File: src/rtl/pld_pkg.sv
package pld_pkg;
  typedef enum logic [1:0] {
    PH_IDLE = 2'd0,
    PH_UP   = 2'd1,
    PH_DN   = 2'd2
  } ph_state_e;
endpackage

File: src/rtl/pld_edge_sync.sv
module pld_edge_sync #(
  parameter bit FALLING = 1'b0
) (
  input  logic clk_i,
  input  logic rst_ni,
  input  logic sig_i,
  output logic ev_o
);
  logic s1_q, s2_q, s3_q;

  always_ff @(posedge clk_i or negedge rst_ni) begin
    if (!rst_ni) begin
      s1_q <= 1'b0;
      s2_q <= 1'b0;
      s3_q <= 1'b0;
    end else begin
      s1_q <= sig_i;
      s2_q <= s1_q;
      s3_q <= s2_q;
    end
  end

  generate
    if (FALLING) begin : g_fall
      assign ev_o = s3_q & ~s2_q;
    end else begin : g_rise
      assign ev_o = ~s3_q & s2_q;
    end
  endgenerate
endmodule

File: src/rtl/pld_phase_cmp.sv
module pld_phase_cmp
  import pld_pkg::*;
#(
  parameter int WIN_CLKS = 6
) (
  input  logic clk_i,
  input  logic rst_ni,
  input  logic en_i,
  input  logic ref_ev_i,
  input  logic fb_ev_i,
  output logic pump_up_o,
  output logic pump_dn_o,
  output logic good_o,
  output logic bad_o
);
  localparam int CW = $clog2(WIN_CLKS + 2);
  localparam logic [CW-1:0] CNT_MAX = CW'(WIN_CLKS + 1);

  ph_state_e       state_q, state_d;
  logic [CW-1:0]   cnt_q, cnt_d, cnt_inc;

  assign cnt_inc = (cnt_q == CNT_MAX) ? cnt_q : cnt_q + 1'b1;

  always_comb begin
    state_d = state_q;
    cnt_d   = cnt_inc;
    good_o  = 1'b0;
    bad_o   = 1'b0;
    unique case (state_q)
      PH_IDLE: begin
        cnt_d = '0;
        if (ref_ev_i && fb_ev_i) begin
          good_o = 1'b1;
        end else if (ref_ev_i) begin
          state_d = PH_UP;
          cnt_d   = CW'(1);
        end else if (fb_ev_i) begin
          state_d = PH_DN;
          cnt_d   = CW'(1);
        end
      end
      PH_UP: begin
        if (fb_ev_i) begin
          good_o  = (cnt_q != CNT_MAX);
          state_d = ref_ev_i ? PH_UP : PH_IDLE;
          cnt_d   = ref_ev_i ? CW'(1) : '0;
        end else if (ref_ev_i) begin
          bad_o = 1'b1;  // missed feedback edge
          cnt_d = CW'(1);
        end
      end
      PH_DN: begin
        if (ref_ev_i) begin
          good_o  = (cnt_q != CNT_MAX);
          state_d = fb_ev_i ? PH_DN : PH_IDLE;
          cnt_d   = fb_ev_i ? CW'(1) : '0;
        end else if (fb_ev_i) begin
          bad_o = 1'b1;  // missed reference edge
          cnt_d = CW'(1);
        end
      end
      default: begin
        state_d = PH_IDLE;
        cnt_d   = '0;
      end
    endcase
    if (state_q != PH_IDLE && cnt_q == CNT_MAX) bad_o = 1'b1;
    if (!en_i) begin
      state_d = PH_IDLE;
      cnt_d   = '0;
      good_o  = 1'b0;
      bad_o   = 1'b0;
    end
  end

  always_ff @(posedge clk_i or negedge rst_ni) begin
    if (!rst_ni) begin
      state_q <= PH_IDLE;
      cnt_q   <= '0;
    end else begin
      state_q <= state_d;
      cnt_q   <= cnt_d;
    end
  end

  assign pump_up_o = (state_q == PH_UP);
  assign pump_dn_o = (state_q == PH_DN);

  a_r3_pumps_exclusive: assert property (@(posedge clk_i) disable iff (!rst_ni)
    !(pump_up_o && pump_dn_o));
  a_r1_up_ends_on_fb: assert property (@(posedge clk_i) disable iff (!rst_ni)
    (en_i && pump_up_o && fb_ev_i && !ref_ev_i) |=> !pump_up_o);
  a_r2_dn_ends_on_ref: assert property (@(posedge clk_i) disable iff (!rst_ni)
    (en_i && pump_dn_o && ref_ev_i && !fb_ev_i) |=> !pump_dn_o);
  a_r8_disable_idles: assert property (@(posedge clk_i) disable iff (!rst_ni)
    !en_i |=> (!pump_up_o && !pump_dn_o));
endmodule

File: src/rtl/pld_lock_mask.sv
module pld_lock_mask #(
  parameter int MASK_TICKS = 7
) (
  input  logic clk_i,
  input  logic rst_ni,
  input  logic en_i,
  input  logic good_i,
  input  logic bad_i,
  input  logic tick_i,
  output logic aligned_o,
  output logic lock_o
);
  localparam int MW = $clog2(MASK_TICKS + 1);
  localparam logic [MW-1:0] LAST = MW'(MASK_TICKS - 1);

  logic          aligned_q, lock_q;
  logic [MW-1:0] tick_cnt_q;

  always_ff @(posedge clk_i or negedge rst_ni) begin
    if (!rst_ni) begin
      aligned_q <= 1'b0;
    end else if (!en_i || bad_i) begin
      aligned_q <= 1'b0;
    end else if (good_i) begin
      aligned_q <= 1'b1;
    end
  end

  always_ff @(posedge clk_i or negedge rst_ni) begin
    if (!rst_ni) begin
      tick_cnt_q <= '0;
      lock_q     <= 1'b0;
    end else if (!en_i || !aligned_q) begin
      tick_cnt_q <= '0;
      lock_q     <= 1'b0;
    end else if (tick_i && !lock_q) begin
      if (tick_cnt_q == LAST) lock_q <= 1'b1;
      else                    tick_cnt_q <= tick_cnt_q + 1'b1;
    end
  end

  assign aligned_o = aligned_q;
  assign lock_o    = lock_q;

  a_r4_bad_clears_aligned: assert property (@(posedge clk_i) disable iff (!rst_ni)
    bad_i |=> !aligned_q);
  a_r6_unaligned_drops_lock: assert property (@(posedge clk_i) disable iff (!rst_ni)
    !aligned_q |=> !lock_q);
  a_r5_lock_rises_on_tick: assert property (@(posedge clk_i) disable iff (!rst_ni)
    $rose(lock_q) |-> $past(tick_i));
  a_r8_disable_clears_lock: assert property (@(posedge clk_i) disable iff (!rst_ni)
    !en_i |=> (!lock_q && !aligned_q));
endmodule

File: src/rtl/phase_lock_det.sv
module phase_lock_det #(
  parameter int WIN_CLKS   = 6,
  parameter int MASK_TICKS = 7
) (
  input  logic clk_i,
  input  logic rst_ni,
  input  logic en_i,
  input  logic ref_clk_i,
  input  logic fb_i,
  input  logic tick_i,
  output logic pump_up_o,
  output logic pump_dn_o,
  output logic aligned_o,
  output logic lock_o,
  output logic gain_half_o
);
  localparam int NSIG = 2;
  localparam logic [NSIG-1:0] FALL_SEL = 2'b01;  // [0] ref falls, [1] fb rises

  logic [NSIG-1:0] raw, ev;
  logic good, bad;

  assign raw = {fb_i, ref_clk_i};

  generate
    for (genvar i = 0; i < NSIG; i++) begin : g_sync
      pld_edge_sync #(.FALLING(FALL_SEL[i])) u_sync (
        .clk_i (clk_i),
        .rst_ni(rst_ni),
        .sig_i (raw[i]),
        .ev_o  (ev[i])
      );
    end
  endgenerate

  pld_phase_cmp #(.WIN_CLKS(WIN_CLKS)) u_cmp (
    .clk_i    (clk_i),
    .rst_ni   (rst_ni),
    .en_i     (en_i),
    .ref_ev_i (ev[0]),
    .fb_ev_i  (ev[1]),
    .pump_up_o(pump_up_o),
    .pump_dn_o(pump_dn_o),
    .good_o   (good),
    .bad_o    (bad)
  );

  pld_lock_mask #(.MASK_TICKS(MASK_TICKS)) u_mask (
    .clk_i    (clk_i),
    .rst_ni   (rst_ni),
    .en_i     (en_i),
    .good_i   (good),
    .bad_i    (bad),
    .tick_i   (tick_i),
    .aligned_o(aligned_o),
    .lock_o   (lock_o)
  );

  assign gain_half_o = lock_o;
endmodule

File: config.mk
export PLATFORM = sky130hd
export DESIGN_NAME = phase_lock_det
export DESIGN_NICKNAME = d
export VERILOG_FILES = /design/src/rtl/pld_pkg.sv /design/src/rtl/pld_edge_sync.sv /design/src/rtl/pld_phase_cmp.sv /design/src/rtl/pld_lock_mask.sv /design/src/rtl/phase_lock_det.sv
export SDC_FILE = /design/constraint.sdc
export NUM_CORES = 1
export LEC_CHECK = 0
export ABC_AREA = 0
export ABC_CLOCK_PERIOD_IN_PS = 2000
export BUFFER_PORTS_ARGS = -buffer_cell sky130_fd_sc_hd__buf_2
export CAP_MARGIN = 20
export CORE_MARGIN = 1.5
export CORE_UTILIZATION = 54
export DETAILED_ROUTE_END_ITERATION = 8
export PLACE_DENSITY = 0.75
export SYNTH_ARGS = -nofsm -noshare
export SYNTH_HDL_FRONTEND = slang
export SYNTH_SLANG_ARGS = --single-unit
export TNS_END_PERCENT = 10
File: constraint.sdc
create_clock -name clk_i -period 2 [get_ports clk_i]
set_input_delay 0.1 -clock clk_i [delete_from_list [all_inputs] [get_ports clk_i]]
set_output_delay 0.1 -clock clk_i [all_outputs]
set_load 0.1 [all_outputs]
==> metrics.yaml <==
run_status:
  run_status: "completed"
die:
  start_util_pct: 57.2
  die_area_sq_um: 1850
  fp.dieH_microns: 43.0
  dieWidth_microns: 43.0
  rows: 14
  core_area_sq_um: 1510
  num_io_pins: 11
pwr:
  vdd_drop_max_mv: 0.765
  static-leakage-power_nw: 0.493
  powerDensity_nw_per_um2: 956
detailed_routing:
  routed_wirelength_microns: 1490
  avgViaCountPerCell: 5.77
  drt_drc_violations_left: 0
  wl_per_cell_microns: 13.4
  detailroute.via_count: 641
  drtAntennaViolNets: 0
  iteration_0_drc_markers: 19
  drtPass1Iterations: 4
critical_path:
  crit_path_max_incr_delay_ns: 0.47
  critical_path_buf_inv_count: 2
  worst-path-stages: 3
  timing.critical_path.slowest_stage_cell: "buf_2"
  critical_path.cell_chain: "inv_1, ha_1, buf_2"
  timing.critical_path.max_delay_family: "buffers and inverters"
  timing.setup.critical_path_class: "reg -> out"
  critPathArrivalTime_ns: 1.54
  critical_path_peak_fanout: 6
  cp.required_ns: 1.90
  setup.worst_path.start_class: "register"
  reg2reg_depth: 5
  setup.worst_path.end_class: "primary output"
sta:
  setup_viol: 0
  fmaxAchievable_ghz: 0.608
  setup_repair_after_global_routing_missed_its_margin: "false"
  finalCriticalPeriod_ns: 1.64
  slew_headroom_pct: 67.8
  post-route-period-util_pct: 82.2
  timing.final.max_slew_violations: 0
  timing_hold_violations_final: 0
  timing_worst_slew_pin_value_ns: 0.487
  clock_skew_ns: 0.0102
  crit_path_setup_slack_layout_ns: 0.356
  setup_total_neg_slack_ns: 0
final_layout:
  final_net_count: 112
  multi_input_area_sq_um: 423
  sequential_cell_area_sq_um: 400
  layout-area-overhead-vs-synth_pct: 13.9
  antennaDiodeCount: 0
  fraction_of_layout_cells_with_a_size_suffix_above_1_pct: 18.9
  most_frequent_standard_cell_in_the_layout_excluding_fill_and_tap_cells: "dfrtp_1"
  layout_filler_cell_count: 122
  layoutNonFillerInstCount: 111
  most-common-layout-cells: "16 x dfrtp_1, 11 x nand2_1, 10 x buf_2"
synthesis:
  ys.warnings.count: 0
  mappedNetlistArea_sq_um: 862
  synth_nets: 96
  netlist_instances: 80
  postSynth.topFlopCell: "dfrtp_1"
  synth_enable_flop_cells: 0
  ys_seq_elements: 16
  synth.yosys.seq_area_share_pct: 46.4
  syn_area_per_cell_sq_um: 10.8
  synth_unique_cells: 26
  postSynth.asyncResetShare_pct: 100
cts:
  clockRootBuffer: "clkbuf_4"
  cts-buffers-inserted: 3
  clock_input_transition_at_the_sequential_cells_of_the_worst_setup_and_hold_paths_ns: 0.10
  cts.path.max_buffers: 2
  cts_tree: "built"
  clock_sinks: 16
  cts-htree-levels: 1
  clkLatencyLatePin_ns: 0.29
  post_cts.repair.setup_buffers: 0
global_routing:
  global_route.usage.total_pct: 18.6
  global_route_wire_length_before_repair_microns: 2480
  grt_pass1_vias: 602
  grt_max_degree: 17
  global_route.overflow_total: 0
  antenna_violations_before_repair: 0
placed_design:
  place.port_buffers: 10
  place.detailed.hpwl_microns: 1110
  dp_cell_count: 104
  globalplace.congestion: 0.785
  dp_slack_ns: 0.540
min_path:
  hold_path_depth: 3
  hold_path.class: "in -> reg"
run:
  max_capacitance_violation_count: 0
## stage by stage
step | utilization [%] | power (mW) | hold WS [ns] | area [sq um]
after floorplan | - | 0.662 | -0.196 | 865
final | 65.2 | 0.939 | 0.107 | 982
after detailed placement | 60.8 | 0.719 | 0.0316 | 916
after global placement | 60.8 | 0.714 | 0.0247 | 916
after global routing | 65.2 | 0.986 | 0.110 | 982
after CTS | 65.2 | 0.940 | 0.0998 | 982
## what timing repair did
action                                 4_1_cts  5_1_grt
endpoints found under the hold margin       18        0
resized for setup                            0        0
hold buffers                                 3        0
setup endpoints to repair                    0        0
## layer usage
| metal | part of all wire [%] | track usage (%) | up-vias |
|---|---|---|---|
| met5 | 0 | 0 | - |
| met4 | 1.4 | 7.27 | 0 |
| met3 | 5.4 | 3.83 | 7 |
| met2 | 50 | 32.7 | 25 |
| met1 | 43 | 21.9 | 305 |
| li1 | - | - | 304 |
## path summary, 6_finish.rpt
check	startpoint	to	slack (ns)
min in group asynchronous	rst_ni	u_mask.aligned_o	0.23
max in group asynchronous	rst_ni	g_sync[0].u_sync.s1_q	1.50
hold / removal	tick_i	u_mask.lock_o	0.11
setup reg to reg	u_cmp.state_q[0]	u_mask.aligned_o	0.50
setup / recovery	u_cmp.state_q[1]	pump_up_o	0.36
hold reg to reg	g_sync[0].u_sync.s1_q	g_sync[0].u_sync.s2_q	0.36
## final cells by class
class,instances,area share (%)
clock buffer,4,3.69
inverter,6,2.29
multi-input combinational,56,43.1
sequential,16,40.8
tap,16,2.04
timing repair buffer,13,8.15
## worst reg2reg max path: cells and delay by family (launching register included)
family	cells	cell delay, ns
DFF	1	0.44
AOI/OAI and AO/OA	1	0.28
adders and majority gates	1	0.25
muxes	1	0.22
and+or+nand+nor	1	0.11
buffers and inverters	1	0.10
## registers in the layout, indices dropped and copies added, names as in the netlist
register            flops
g_sync.u_sync.s1_q      2
u_cmp.cnt_q             3
u_mask.tick_cnt_q       3
g_sync.u_sync.s2_q      2
u_mask.aligned_o        1
g_sync.u_sync.s3_q      2
u_cmp.state_q           2
u_mask.lock_o           1
## Yosys cell counts (2+ instances only)
master	number	area, sq um
xor2_1	2	17.5
a22o_1	2	17.5
nor2b_1	2	12.5
nand2_1	11	41.3
ha_1	10	125
nor2_1	5	18.8
mux2i_1	3	30.0
a21o_1	2	15.0
inv_1	6	22.5
a21oi_1	3	15.0
dfrtp_1	16	400
a31oi_1	3	18.8
nand2b_4	2	27.5
## cell families after synthesis
| group | count (synthesis) | share of synthesized area [%] |
|---|---|---|
| AO/OA/AOI/OAI | 15 | 12.2 |
| XOR/XNOR | 3 | 3.05 |
| adder cells (fa/ha/maj) | 10 | 14.5 |
| buffers and inverters | 8 | 4.79 |
| flip-flops | 16 | 46.4 |
| multiplexers | 3 | 3.48 |
| AND/OR/NAND/NOR | 25 | 15.5 |
## where the power goes
part | internal [mW] | total, mW | switching (mW)
registers | 0.352 | 0.377 | 0.0248
logic | 0.112 | 0.347 | 0.236
clock network | 0.111 | 0.214 | 0.104
total | 0.575 | 0.939 | 0.364
No activity file was read; power rests on OpenSTA's default activity.
